### src/rtl/ifgate_pdm_pkg.sv
package ifgate_pdm_pkg;

  // band chosen by the hysteretic selector
  typedef enum logic {
    BAND_LOW  = 1'b0,
    BAND_HIGH = 1'b1
  } band_e;

  // per-tick carrier view handed from the carrier generator to the top
  typedef struct packed {
    logic level;   // delayed 50% carrier
    logic ends;    // this tick is the last tick of a carrier pulse
  } carr_t;

endpackage

### src/rtl/ifgate_pdm_band_sel.sv
module ifgate_pdm_band_sel
  import ifgate_pdm_pkg::*;
#(
  parameter int FC_BITS = 11,
  parameter int BAND_UP = 100,
  parameter int BAND_DN = 80
) (
  input  logic               clk,
  input  logic               rst_n,
  input  logic [FC_BITS-1:0] fc_code,
  output band_e              band_o
);

  localparam logic [FC_BITS-1:0] UP_W = FC_BITS'(BAND_UP);
  localparam logic [FC_BITS-1:0] DN_W = FC_BITS'(BAND_DN);

  band_e band_q, band_d;

  always_comb begin
    band_d = band_q;
    if (fc_code > UP_W) begin
      band_d = BAND_HIGH;
    end else if (fc_code < DN_W) begin
      band_d = BAND_LOW;
    end
  end

  always_ff @(posedge clk or negedge rst_n) begin
    if (!rst_n) begin
      band_q <= BAND_LOW;
    end else begin
      band_q <= band_d;
    end
  end

  assign band_o = band_q;

endmodule

### src/rtl/ifgate_pdm_carrier.sv
module ifgate_pdm_carrier
  import ifgate_pdm_pkg::*;
#(
  parameter int PH_BITS = 8
) (
  input  logic               clk,
  input  logic               rst_n,
  input  logic               run,
  input  logic [PH_BITS-1:0] phase_in,
  output carr_t              carr_o
);

  localparam int CP = 1 << PH_BITS;
  localparam int H  = CP / 2;
  localparam int W  = PH_BITS + 1;
  localparam logic [W-1:0]       CP_W   = W'(CP);
  localparam logic [W-1:0]       H1_W   = W'(H - 1);
  localparam logic [PH_BITS-1:0] IDLE_P = PH_BITS'(H);

  logic [PH_BITS-1:0] cc_q, cc_d;
  logic [PH_BITS-1:0] ph_q, ph_d;
  logic [PH_BITS-1:0] prev_q, prev_d;

  logic [W-1:0] cc_x, ph_x, prev_x, main_stop, tail_stop, cc_wrap;
  logic         main_on, tail_on, main_end, tail_end, period_last;

  assign cc_x      = {1'b0, cc_q};
  assign ph_x      = {1'b0, ph_q};
  assign prev_x    = {1'b0, prev_q};
  assign main_stop = ph_x + H1_W;
  assign tail_stop = prev_x + H1_W;
  assign cc_wrap   = cc_x + CP_W;

  // pulse that rises in this period, and the remainder of last period's pulse
  assign main_on  = (cc_x >= ph_x) && (cc_x <= main_stop);
  assign tail_on  = (cc_wrap <= tail_stop);
  assign main_end = (main_stop < CP_W) && (cc_x == main_stop);
  assign tail_end = (tail_stop >= CP_W) && (cc_wrap == tail_stop);

  assign period_last = &cc_q;

  always_comb begin
    cc_d   = cc_q;
    ph_d   = ph_q;
    prev_d = prev_q;
    if (run) begin
      cc_d = cc_q + 1'b1;
      if (period_last) begin
        ph_d   = phase_in;
        prev_d = ph_q;
      end
    end else begin
      cc_d   = '0;
      ph_d   = phase_in;
      prev_d = IDLE_P;   // puts no tail into period 0
    end
  end

  always_ff @(posedge clk or negedge rst_n) begin
    if (!rst_n) begin
      cc_q   <= '0;
      ph_q   <= '0;
      prev_q <= IDLE_P;
    end else begin
      cc_q   <= cc_d;
      ph_q   <= ph_d;
      prev_q <= prev_d;
    end
  end

  assign carr_o.level = main_on | tail_on;
  assign carr_o.ends  = main_end | tail_end;

endmodule

### src/rtl/ifgate_pdm_if_gate.sv
module ifgate_pdm_if_gate #(
  parameter int ENV_BITS = 7,
  parameter int IFP_BITS = 16
) (
  input  logic                clk,
  input  logic                rst_n,
  input  logic                run,
  input  logic [ENV_BITS-1:0] env_in,
  input  logic [IFP_BITS-1:0] if_period,
  output logic                gate_o,
  output logic                if_last_o,
  output logic [IFP_BITS-1:0] ic_o
);

  localparam int PW = IFP_BITS + ENV_BITS;

  logic [IFP_BITS-1:0] ic_q, ic_d;
  logic [ENV_BITS-1:0] env_q, env_d;
  logic [PW-1:0]       prod;
  logic                if_last;

  assign prod    = {{IFP_BITS{1'b0}}, env_q} * {{ENV_BITS{1'b0}}, if_period};
  assign if_last = (ic_q == (if_period - IFP_BITS'(1)));

  always_comb begin
    ic_d  = ic_q;
    env_d = env_q;
    if (run) begin
      if (if_last) begin
        ic_d  = '0;
        env_d = env_in;
      end else begin
        ic_d = ic_q + 1'b1;
      end
    end else begin
      ic_d  = '0;
      env_d = env_in;
    end
  end

  always_ff @(posedge clk or negedge rst_n) begin
    if (!rst_n) begin
      ic_q  <= '0;
      env_q <= '0;
    end else begin
      ic_q  <= ic_d;
      env_q <= env_d;
    end
  end

  assign gate_o    = ({{ENV_BITS{1'b0}}, ic_q} < (prod >> ENV_BITS));
  assign if_last_o = if_last;
  assign ic_o      = ic_q;

endmodule

### src/rtl/ifgate_pdm_whole_cnt.sv
module ifgate_pdm_whole_cnt #(
  parameter int IFP_BITS = 16
) (
  input  logic                clk,
  input  logic                rst_n,
  input  logic                run,
  input  logic                hit,
  input  logic                if_last,
  output logic [IFP_BITS-1:0] cnt_o
);

  logic [IFP_BITS-1:0] acc_q, acc_d, cnt_q, cnt_d, acc_inc;

  assign acc_inc = acc_q + {{(IFP_BITS-1){1'b0}}, hit};

  always_comb begin
    acc_d = acc_q;
    cnt_d = cnt_q;
    if (run) begin
      if (if_last) begin
        acc_d = '0;
        cnt_d = acc_inc;
      end else begin
        acc_d = acc_inc;
      end
    end else begin
      acc_d = '0;
    end
  end

  always_ff @(posedge clk or negedge rst_n) begin
    if (!rst_n) begin
      acc_q <= '0;
      cnt_q <= '0;
    end else begin
      acc_q <= acc_d;
      cnt_q <= cnt_d;
    end
  end

  assign cnt_o = cnt_q;

endmodule

### src/rtl/ifgate_pdm.sv
module ifgate_pdm
  import ifgate_pdm_pkg::*;
#(
  parameter int PH_BITS  = 8,
  parameter int ENV_BITS = 7,
  parameter int IFP_BITS = 16,
  parameter int FC_BITS  = 11,
  parameter int BAND_UP  = 100,
  parameter int BAND_DN  = 80
) (
  input  logic                clk,
  input  logic                rst_n,
  input  logic                mode_en,
  input  logic [FC_BITS-1:0]  fc_code,
  input  logic [PH_BITS-1:0]  phase_in,
  input  logic [ENV_BITS-1:0] env_in,
  input  logic [IFP_BITS-1:0] if_period,
  output logic                pdm_out,
  output logic                band_high,
  output logic                cfg_err_ratio,
  output logic                cfg_err_short,
  output logic [IFP_BITS-1:0] whole_cnt
);

  localparam int CP      = 1 << PH_BITS;
  localparam int H       = CP / 2;
  localparam int ENV_MIN = ((1 << ENV_BITS) + 9) / 10;
  localparam int MIN_WIN = 2 * CP + H - 1;
  localparam int PW      = IFP_BITS + ENV_BITS;
  localparam logic [ENV_BITS-1:0] ENV_MIN_W = ENV_BITS'(ENV_MIN);
  localparam logic [PW-1:0]       MIN_WIN_W = PW'(MIN_WIN);
  localparam logic [IFP_BITS-1:0] H1_W      = IFP_BITS'(H - 1);

  band_e               band;
  carr_t               carr;
  logic                gate, if_last, run, hit;
  logic [IFP_BITS-1:0] ic;
  logic [PW-1:0]       min_prod;
  logic                out_q, out_d;

  // configuration screening
  assign cfg_err_ratio = (if_period[PH_BITS-2:0] == '0);
  assign min_prod      = {{IFP_BITS{1'b0}}, ENV_MIN_W} * {{ENV_BITS{1'b0}}, if_period};
  assign cfg_err_short = ((min_prod >> ENV_BITS) < MIN_WIN_W);

  assign band_high = (band == BAND_HIGH);
  assign run       = mode_en && band_high && !cfg_err_ratio && !cfg_err_short;

  ifgate_pdm_band_sel #(
    .FC_BITS (FC_BITS),
    .BAND_UP (BAND_UP),
    .BAND_DN (BAND_DN)
  ) u_band (
    .clk     (clk),
    .rst_n   (rst_n),
    .fc_code (fc_code),
    .band_o  (band)
  );

  ifgate_pdm_carrier #(
    .PH_BITS (PH_BITS)
  ) u_carr (
    .clk      (clk),
    .rst_n    (rst_n),
    .run      (run),
    .phase_in (phase_in),
    .carr_o   (carr)
  );

  ifgate_pdm_if_gate #(
    .ENV_BITS (ENV_BITS),
    .IFP_BITS (IFP_BITS)
  ) u_gate (
    .clk       (clk),
    .rst_n     (rst_n),
    .run       (run),
    .env_in    (env_in),
    .if_period (if_period),
    .gate_o    (gate),
    .if_last_o (if_last),
    .ic_o      (ic)
  );

  // a pulse is whole when it ends inside the window and began in the same IF period
  assign hit = carr.ends && gate && (ic >= H1_W);

  ifgate_pdm_whole_cnt #(
    .IFP_BITS (IFP_BITS)
  ) u_cnt (
    .clk     (clk),
    .rst_n   (rst_n),
    .run     (run),
    .hit     (hit),
    .if_last (if_last),
    .cnt_o   (whole_cnt)
  );

  always_comb begin
    out_d = run && carr.level && gate;
  end

  always_ff @(posedge clk or negedge rst_n) begin
    if (!rst_n) begin
      out_q <= 1'b0;
    end else begin
      out_q <= out_d;
    end
  end

  assign pdm_out = out_q;

endmodule

### config.mk
export PLATFORM = sky130hd
export DESIGN_NAME = ifgate_pdm
export DESIGN_NICKNAME = d
export VERILOG_FILES = /design/src/rtl/ifgate_pdm_pkg.sv /design/src/rtl/ifgate_pdm_band_sel.sv /design/src/rtl/ifgate_pdm_carrier.sv /design/src/rtl/ifgate_pdm_if_gate.sv /design/src/rtl/ifgate_pdm_whole_cnt.sv /design/src/rtl/ifgate_pdm.sv
export SDC_FILE = /design/constraint.sdc
export NUM_CORES = 1
export LEC_CHECK = 0
export ABC_AREA = 1
export CORE_MARGIN = 2
export CORE_UTILIZATION = 45
export DETAILED_ROUTE_END_ITERATION = 12
export DONT_BUFFER_PORTS = 1
export GPL_ROUTABILITY_DRIVEN = 0
export GPL_TIMING_DRIVEN = 0
export PLACE_DENSITY_LB_ADDON = 0.25
export RECOVER_POWER = 25
export SLEW_MARGIN = 20
export SYNTH_ARGS = -nofsm -noshare
export SYNTH_HDL_FRONTEND = slang
export SYNTH_SLANG_ARGS = --single-unit
### constraint.sdc
create_clock -name clk -period 8.41 [get_ports clk]
set_input_delay 0.4205 -clock clk [delete_from_list [all_inputs] [get_ports clk]]
set_output_delay 0.4205 -clock clk [all_outputs]
set_load 0.05 [all_outputs]
# Word level (Yosys, flattened, before mapping)
# Cells that the tools add are included.
# classes
n_addsub	7
multipliers	2
n_lt_le_gt_ge	10
eq_ne	5
muxes	13
bitwise	2
n_reduce_logical	16
# ops
operator	n
two-way mux 16 bit	4
two-way mux 8 bit	5
multiplier 7 x 16 -> 23 bit	1
multiplier 4 x 16 -> 20 bit, first input constant	1
adder 8 x 7 -> 9 bit, second input constant	2
adder 16 x 1 -> 16 bit	1
adder 16 x 1 -> 16 bit, second input constant	1
== test 16 bit	1
>= comparator 16 x 7 -> 1 bit, second input constant	1
less-than comparator 16 bit	1
subtractor 16 x 1 -> 16 bit, second input constant	1
two-way mux 7 bit	2
less-than comparator 13 x 10 -> 1 bit, second input constant	1
greater-than comparator 11 x 7 -> 1 bit, second input constant	1
less-than comparator 11 x 7 -> 1 bit, second input constant	1
logical AND 1 bit	10
adder 8 x 9 -> 9 bit, second input constant	1
== test 8 x 9 -> 1 bit	1
== test 9 bit	1
>= comparator 9 bit, second input constant	1
less-or-equal comparator 8 x 9 -> 1 bit	1
less-or-equal comparator 9 bit	1
less-than comparator 9 bit, second input constant	1
adder 8 x 1 -> 8 bit, second input constant	1
10 further kinds	13
# totals
regBits	81
input_bits	45

# Logic depth before layout (Yosys ltp)
# Gate-level depths: netlist of run 1.
# logic_depth
depth_word	9
depth_mapped	40

# By module
# Synthesis of run 1 repeated with hierarchy kept, for this count alone.
# hier_totals
hier_cells	1560
area_unflattened_um2	11043.1
# by_module_without_submodules
module	n_inst	cells_per_inst	area_each_um2	seq_area_each_um2
ifgate_pdm_if_gate	1	798	5614.1	575.6
ifgate_pdm_carrier	1	239	1895.6	601.8
ifgate_pdm	1	312	1875.5	25.0
ifgate_pdm_whole_cnt	1	182	1517.7	800.8
ifgate_pdm_band_sel	1	29	140.1	25.0

# Worst setup path before layout of run 1
# No wires, ideal clock.
# synth_timing
path_kind	register to register
startpoint	register u_gate.env_q[6]
endpoint	register u_cnt.cnt_q[15] (netlist: u_cnt.cnt_o[15])
arrival_ns	7.085
t_required_ns	8.344
slack_ns	1.259
stages_incl_launch_ff	39
period_less_slack_ns	7.151
path_cell_list	dfrtp_1 -> clkbuf_1 -> clkbuf_1 -> nand2_1 -> fa_1 -> fa_1 -> inv_1 -> fa_1 -> inv_1 -> fa_1 -> inv_1 -> ha_1 -> a21oi_1 -> o21a_1 -> o21ai_0 -> nand2_1 -> nand2_1 -> a21boi_0 -> [... 3 more ...] -> ha_1 -> nand2_1 -> inv_1 -> nand3_1 -> a31oi_1 -> a2111oi_0 -> nand2_1 -> nor2_1 -> ha_1 -> nand3_1 -> nand3b_1 -> nor3_1 -> nand3_1 -> nor2_1 -> nand3_1 -> xnor2_1 -> nand4_1 -> nand2_1
# synth_between
elab_chain_cells	5
# synth_rtl
item	line	text
from (decl)	ifgate_pdm_if_gate.sv:18	logic [ENV_BITS-1:0] env_q, env_d;
from (signal assigned)	ifgate_pdm_if_gate.sv:47	env_q <= env_d;
multiplier 7 x 16 -> 23 bit	ifgate_pdm_if_gate.sv:22	assign prod = {{IFP_BITS{1'b0}}, env_q} * {{ENV_BITS{1'b0}}, if_period};
less-than comparator 16 bit	ifgate_pdm_if_gate.sv:51	assign gate_o = ({{ENV_BITS{1'b0}}, ic_q} < (prod >> ENV_BITS));
logical AND 1 bit (2 in a row)	ifgate_pdm.sv:85	assign hit = carr.ends && gate && (ic >= H1_W);
adder 16 x 1 -> 16 bit	ifgate_pdm_whole_cnt.sv:14	assign acc_inc = acc_q + {{(IFP_BITS-1){1'b0}}, hit};
to (signal assigned)	ifgate_pdm_whole_cnt.sv:37	cnt_q <= cnt_d;
to (decl)	ifgate_pdm_whole_cnt.sv:12	logic [IFP_BITS-1:0] acc_q, acc_d, cnt_q, cnt_d, acc_inc;
# Every way passes these cells.
# A chain may end at the register's enable or synchronous reset.

# Worst setup path in the final report of run 1
# layout_timing
startpoint	register u_gate.env_q[4]
endpoint	register u_cnt.cnt_q[15] (netlist: u_cnt.cnt_o[15])
# The elaborated chain is that of the path after synthesis.

==> impl_metrics.yaml, run 1 <==
final_layout:
  n_antenna_cell: 0
  finalNonFillerCells: 1735
  layout.nets: 1678
  postLayoutCellArea_sq_mm: 0.01122
  fin_util_pct: 49.25
  syn_to_final_growth_pct: 6.548
  drive_gt1_share_pct: 4.852
place:
  dpl-instance-area_sq_mm: 0.01092
  dp_cells: 1726
  numPortBuffers: 0
  hpwl_mm: 19.68
routing:
  drt-total-wl_mm: 23.95
  drc: 0
  vias: 8592
  drt-vias-per-instance: 4.952
  drtAntennaViolNets: 0
  highest_layer: "met4"
  first_pass_iters: 5
  dr_wl_met2_mm: 11.57
  met3_length_mm: 1.210
  wl_met1_mm: 10.85
  wl_per_cell_um: 13.81
  drt_iter0_markers: 445
logic_synthesis:
  synth-seq-cells: 81
  synthArstFlopShare_pct: 100.0
  synth.distinct_cells: 45
  synthesis.area_sq_mm: 0.01053
  synth_top_flop_cell: "dfrtp_1"
  syn_nets: 1674
  synth_edf_count: 0
  synthTopCellsByArea: "dfrtp_1 19%, ha_1 16%, fa_1 15%, nand2_1 13%, inv_1 10%"
  syn_inst: 1413
  yosysTopAreaCell: "dfrtp_1"
  yosys_warnings: 0
  synth.top_cell.area_share_pct: 19.01
  ys_seq_area_share_pct: 19.26
  syn_area_per_cell_sq_um: 7.451
sta:
  period_needed_ps: 7786
  rsz0062_at_grt: "false"
  slew_headroom_pct: -189.8
  fin_crit_sh_pct: 92.58
  final-max-slew-violation-count: 82
  whs_ps: 188.2
  finalClockSkew_ps: 9.423
  hold_viol_final: 0
  setup_violations: 0
  fin_tns_setup_ps: 0
  max_freq_mhz: 128.4
  worst_slew_pin_slew_ps: 4347
critical_path:
  cp_common_cell: "nand2_1"
  cpMaxStageDelayCell: "fa_1"
  r2r-end: "u_cnt.cnt_o[15]"
  startpoint: "u_gate.env_q[4]"
  max_stage_delay_ps: 560
  worst_ep_arrival_time_ps: 8060
  required_ps: 8680
  crit_path_end_kind: "register"
  criticalPathCategory: "register to register"
  r2r_setup_slack_ps: 620
  worstRegToRegCells: 36
  start_kind: "register"
  r2r_start: "u_gate.env_q[4]"
  critical_path.max_fanout: 10
pwr:
  powerDensity_mw_per_mm2: 333.3
  p_leak_nw: 6.492
  ir_drop_v: 0.0001807
clock_tree:
  numCtsBuffers: 9
  cts_buffer_depth: 2
  htree_levels: 3
  cts_root_buffer: "clkbuf_16"
  path_clk_slew_ps: 60
  cts_tree: "done"
  cts_sinks: 81
  clk_latency_ps: 340
  cts_setup_buffers: 0
grt:
  grt_overflow: 0
  gr-usage-all-layers_pct: 20.56
  grt_start_max_net_pins: 82
  first_global_vias: 8590
  antenna_found_initial: 0
  grt_pass1_wl_mm: 40.98
die:
  io_pins: 65
  std_cell_rows: 55
  die-area_sq_mm: 0.02464
  start_util_pct: 46.22
  die_height_um: 157.0
  core_area_sq_mm: 0.02278
  die_w_um: 157.0
worst_hold_path:
  min_path_type: "input port to register"
  min_path_cells: 2
  hold_end: "u_gate.env_q[1]"
  hold_path_startpoint: "env_in[1]"
status:
  violations: "capacitance limit, slew limit"
  run_status: "finished, violations left"
flow_run:
  cap_violations: 1
==> metal layers <==
| layer | track usage [%] | vias to the layer above |
|---|---|---|
| met5 | 0 | - |
| met2 | 35.42 | 149 |
| li1 | - | 4344 |
| met3 | 3.084 | 23 |
| met1 | 27.42 | 4076 |
| met4 | 4.412 | 0 |
==> cells by family after synthesis <==
group	synth area share [%]
AND/OR/NAND/NOR	24.29
flip-flops	19.26
XOR/XNOR	6.655
buffers and inverters	13.04
adder cells (fa/ha/maj)	31.37
AO/OA/AOI/OAI	5.383
==> stage by stage <==
| step | worst slack, ps | power [mW] |
|---|---|---|
| 2_1_floorplan | 1259 | 2.705 |
| 3_3_place_gp | -300.4 | 3.267 |
| 3_5_place_dp | -277.4 | 3.322 |
| 4_1_cts | 136.8 | 3.753 |
| 5_1_grt | 44.10 | 4.238 |
| 6_report | 623.9 | 3.739 |
==> cell usage after synthesis (15+ instances only) <==
cell type,number
buf_2,15
dfrtp_1,80
o21ai_0,30
ha_1,136
clkbuf_1,21
fa_1,80
a21oi_1,42
nor2_1,104
nand4_1,49
nand3_1,43
nand2_1,358
xor2_1,54
inv_1,292
xnor2_1,26
==> placed cells by master (no fill, tap or decap), drive strengths merged, types with 4 or more instances in the layout <==
master | Yosys | routed
nand4 | 49 | 49
nand2 | 360 | 360
nor2 | 108 | 108
xor2 | 54 | 54
clkbuf | 23 | 26
buf | 26 | 26
xnor2 | 26 | 26
nand3 | 48 | 48
fa | 80 | 80
inv | 294 | 294
clkinv | 0 | 4
o21ai | 32 | 32
a21oi | 43 | 43
o21bai | 4 | 4
ha | 136 | 136
dfrtp | 80 | 80
a31oi | 8 | 8
nor3 | 17 | 17
==> flip-flops by register name (all words and copies together), names as in the netlist <==
signal and count:
u_gate.env_q 7, pdm_out 1, u_band.band_o 1, u_gate.ic_o 16
u_cnt.acc_q 16, u_carr.ph_q 8, u_cnt.cnt_o 16, u_carr.prev_q 8
u_carr.cc_q 8
==> worst max-delay path: cells and delay by family (launching register included) <==
kind                       cells  cell delay [ps]
DFF                            1              490
adders and majority gates      7             2920
AOI/OAI and AO/OA              6             1200
and+or+nand+nor               17             2250
buffers and inverters          4              440
xor gates and xnor gates       2              440
==> worst max-delay path by stage <==
stage               slack [ps]         endpoint
detailed placement        -280  u_cnt.cnt_o[15]
finish                     620  u_cnt.cnt_o[15]
global placement          -300  u_cnt.cnt_o[15]
floorplan                 1260  u_cnt.cnt_o[15]
global route                40  u_cnt.cnt_o[15]
CTS                        140  u_cnt.cnt_o[15]
==> final cells by class <==
class / instances / area, sq um
Fill cell: 2264 / 11560
Multi-Input combinational cell: 989 / 7148
Sequential cell: 81 / 2033
Inverter: 294 / 1111
Tap cell: 313 / 391.6
Clock buffer: 11 / 232.7
Buffer: 40 / 230.2
Clock inverter: 5 / 57.56
Timing Repair Buffer: 2 / 13.76
==> power breakdown <==
part           switching (mW)  internal (mW)  total, mW  leakage (nW)
combinational            1.74           1.13       2.87          5.26
clock                   0.155          0.230      0.385         0.143
sequential             0.0652          0.418      0.483          1.09
==> what timing repair did <==
action | 4_1_cts | 5_1_grt
hold buffers | 2 | 0
setup endpoints to repair | 12 | 14
resized for setup | 3 | 12
endpoints found under the hold margin | 81 | 0
No activity file was read; power rests on OpenSTA's default activity.
==> run 2, diff against run 1 <==
- CAP_MARGIN: unset -> 20
- HOLD_SLACK_MARGIN: unset -> 0.06
- REMOVE_ABC_BUFFERS: unset -> 1
==> run 2 against run 1 <==
Net effect:
- the run still ends with capacitance limit, slew limit left
- final cell count fell by 2.1%
- routed wire length fell by 3.9%
- first-iteration DRC count rose by 14%
- total power fell by 2.6%
- sequential power rose by 5.2%
- critical path depth did not move
- clock power fell by 4%
- combinational power fell by 3%
- design area fell by 1.7%
- largest cell class unchanged
- largest power group unchanged
==> impl_metrics.yaml, run 2 (synthesis results as in run 1) <==
status:
  run_status: "finished, violations left"
  violations: "capacitance limit, slew limit"
die:
  die_w_um: 157.0
  std_cell_rows: 55
  die-area_sq_mm: 0.02464
  core_area_sq_mm: 0.02278
  io_pins: 65
  die_height_um: 157.0
  start_util_pct: 46.22
sta:
  final-max-slew-violation-count: 82
  worst_slack_ps: 699.0
  hold_viol_final: 0
  period_needed_ps: 7711
  worst_slew_pin_slew_ps: 4340
  finalClockSkew_ps: 9.280
  setup_violations: 0
  max_freq_mhz: 129.7
  slew_headroom_pct: -189.4
  rsz0062_at_grt: "false"
  fin_crit_sh_pct: 91.69
  fin_tns_setup_ps: 0
pwr:
  p_leak_nw: 6.363
  ir_drop_v: 0.0002195
  powerDensity_mw_per_mm2: 330.4
clock_tree:
  htree_levels: 3
  cts_sinks: 81
  path_clk_slew_ps: 60
  clk_latency_ps: 340
  numCtsBuffers: 9
  cts_buffer_depth: 2
  cts_tree: "done"
  cts_setup_buffers: 0
  cts_root_buffer: "clkbuf_16"
critical_path:
  crit_path_end_kind: "register"
  criticalPathCategory: "register to register"
  critical_path.max_fanout: 17
  worst_ep_arrival_time_ps: 7990
  cp_common_cell: "nand2_1"
  cpMaxStageDelayCell: "dfrtp_2"
  max_stage_delay_ps: 580
  required_ps: 8690
  start_kind: "register"
routing:
  vias: 8419
  drtAntennaViolNets: 0
  drt-vias-per-instance: 4.958
  wl_per_cell_um: 13.56
  drc: 0
  first_pass_iters: 5
  drt_iter0_markers: 508
  drt-total-wl_mm: 23.03
final_layout:
  final_common_cell: "nand2_1"
  n_antenna_cell: 0
  layout.nets: 1641
  fin_util_pct: 48.40
  postLayoutCellArea_sq_mm: 0.01103
  syn_to_final_growth_pct: 4.718
  layout_common_cells: "357 x nand2_1, 292 x inv_1, 136 x ha_1, 103 x nor2_1, 80 x fa_1"
  drive_gt1_share_pct: 3.394
grt:
  gr-usage-all-layers_pct: 20.23
  grt_pass1_wl_mm: 40.59
  grt_overflow: 0
  antenna_found_initial: 0
  grt_start_max_net_pins: 82
  first_global_vias: 8563
worst_hold_path:
  min_path_type: "input port to register"
place:
  hpwl_mm: 17.81
  dpl-instance-area_sq_mm: 0.01070
  numPortBuffers: 0
  place_ws_ps: 171.6
flow_run:
  cap_violations: 1
==> run 2: cell types whose count changed in the layout (fill, tap and decap cells not counted), sizes merged <==
cell	change
inv	+1
buf	-23
clkbuf	-15
clkinvlp	+2
clkinv	-1
bufinv	-1
==> run 2: worst max-delay path, delay by kind of cell (launching register included) <==
kind                       cells  cell delay, ps
adders and majority gates      8            3000
AOI/OAI and AO/OA              5            1290
xor gates and xnor gates       2             380
buffers and inverters          5             260
and+or+nand+nor               16            2120
DFF                            1             580
==> run 2: area by class of cell <==
type | instances | area (sq um)
fill | 2274 | 11750
clock buffer | 10 | 239.0
tap | 313 | 391.6
clock inverter | 6 | 42.54
timing repair buffer | 5 | 48.80
inverter | 294 | 1111
sequential | 81 | 2041
multi-input combinational | 989 | 7152
==> run 2: path summary, 6_finish.rpt <==
path                                        end  depth (start not counted)  slack [ps]       startpoint
worst max register to register  u_cnt.cnt_o[14]                         36         700  u_gate.env_q[3]
worst min register to register   u_carr.cc_q[0]                          1         500   u_carr.cc_q[0]
worst min-delay path             u_carr.ph_q[3]                          2         190      phase_in[3]
worst max-delay path            u_cnt.cnt_o[14]                         36         700  u_gate.env_q[3]
min in group asynchronous        u_carr.ph_q[0]                          2        2190            rst_n
max in group asynchronous       u_gate.env_q[5]                          2        3190            rst_n
==> run 2: per-layer routing <==
layer | global-route usage [%] | wire length (um)
met3 | 2.808 | 1047
met4 | 3.976 | 208
met5 | 0 | 0
met1 | 27.52 | 10820
met2 | 34.61 | 10950
==> run 2: where the power goes <==
| group | total, mW | internal, mW | switching (mW) | leakage (nW) |
|---|---|---|---|---|
| registers | 0.508 | 0.419 | 0.0888 | 1.08 |
| logic | 2.77 | 1.10 | 1.67 | 5.14 |
| clock network | 0.369 | 0.208 | 0.161 | 0.135 |
| total | 3.64 | 1.72 | 1.92 | 6.36 |
==> run 2: timing repair <==
action | 4_1_cts | 5_1_grt
hold buffers | 2 | 0
endpoints found under the setup margin | 0 | 17
hold endpoints to repair | 81 | 0
gates resized for setup | 0 | 13
==> run 2: stage by stage <==
stage,hold slack [ps],cells,total power [mW]
floorplan,124.9,1364,2.660
global placement,126.6,1677,3.184
detailed placement,126.4,1680,3.235
CTS,176.5,1698,3.648
global route,184.9,1698,4.167
finish,187.4,1698,3.642
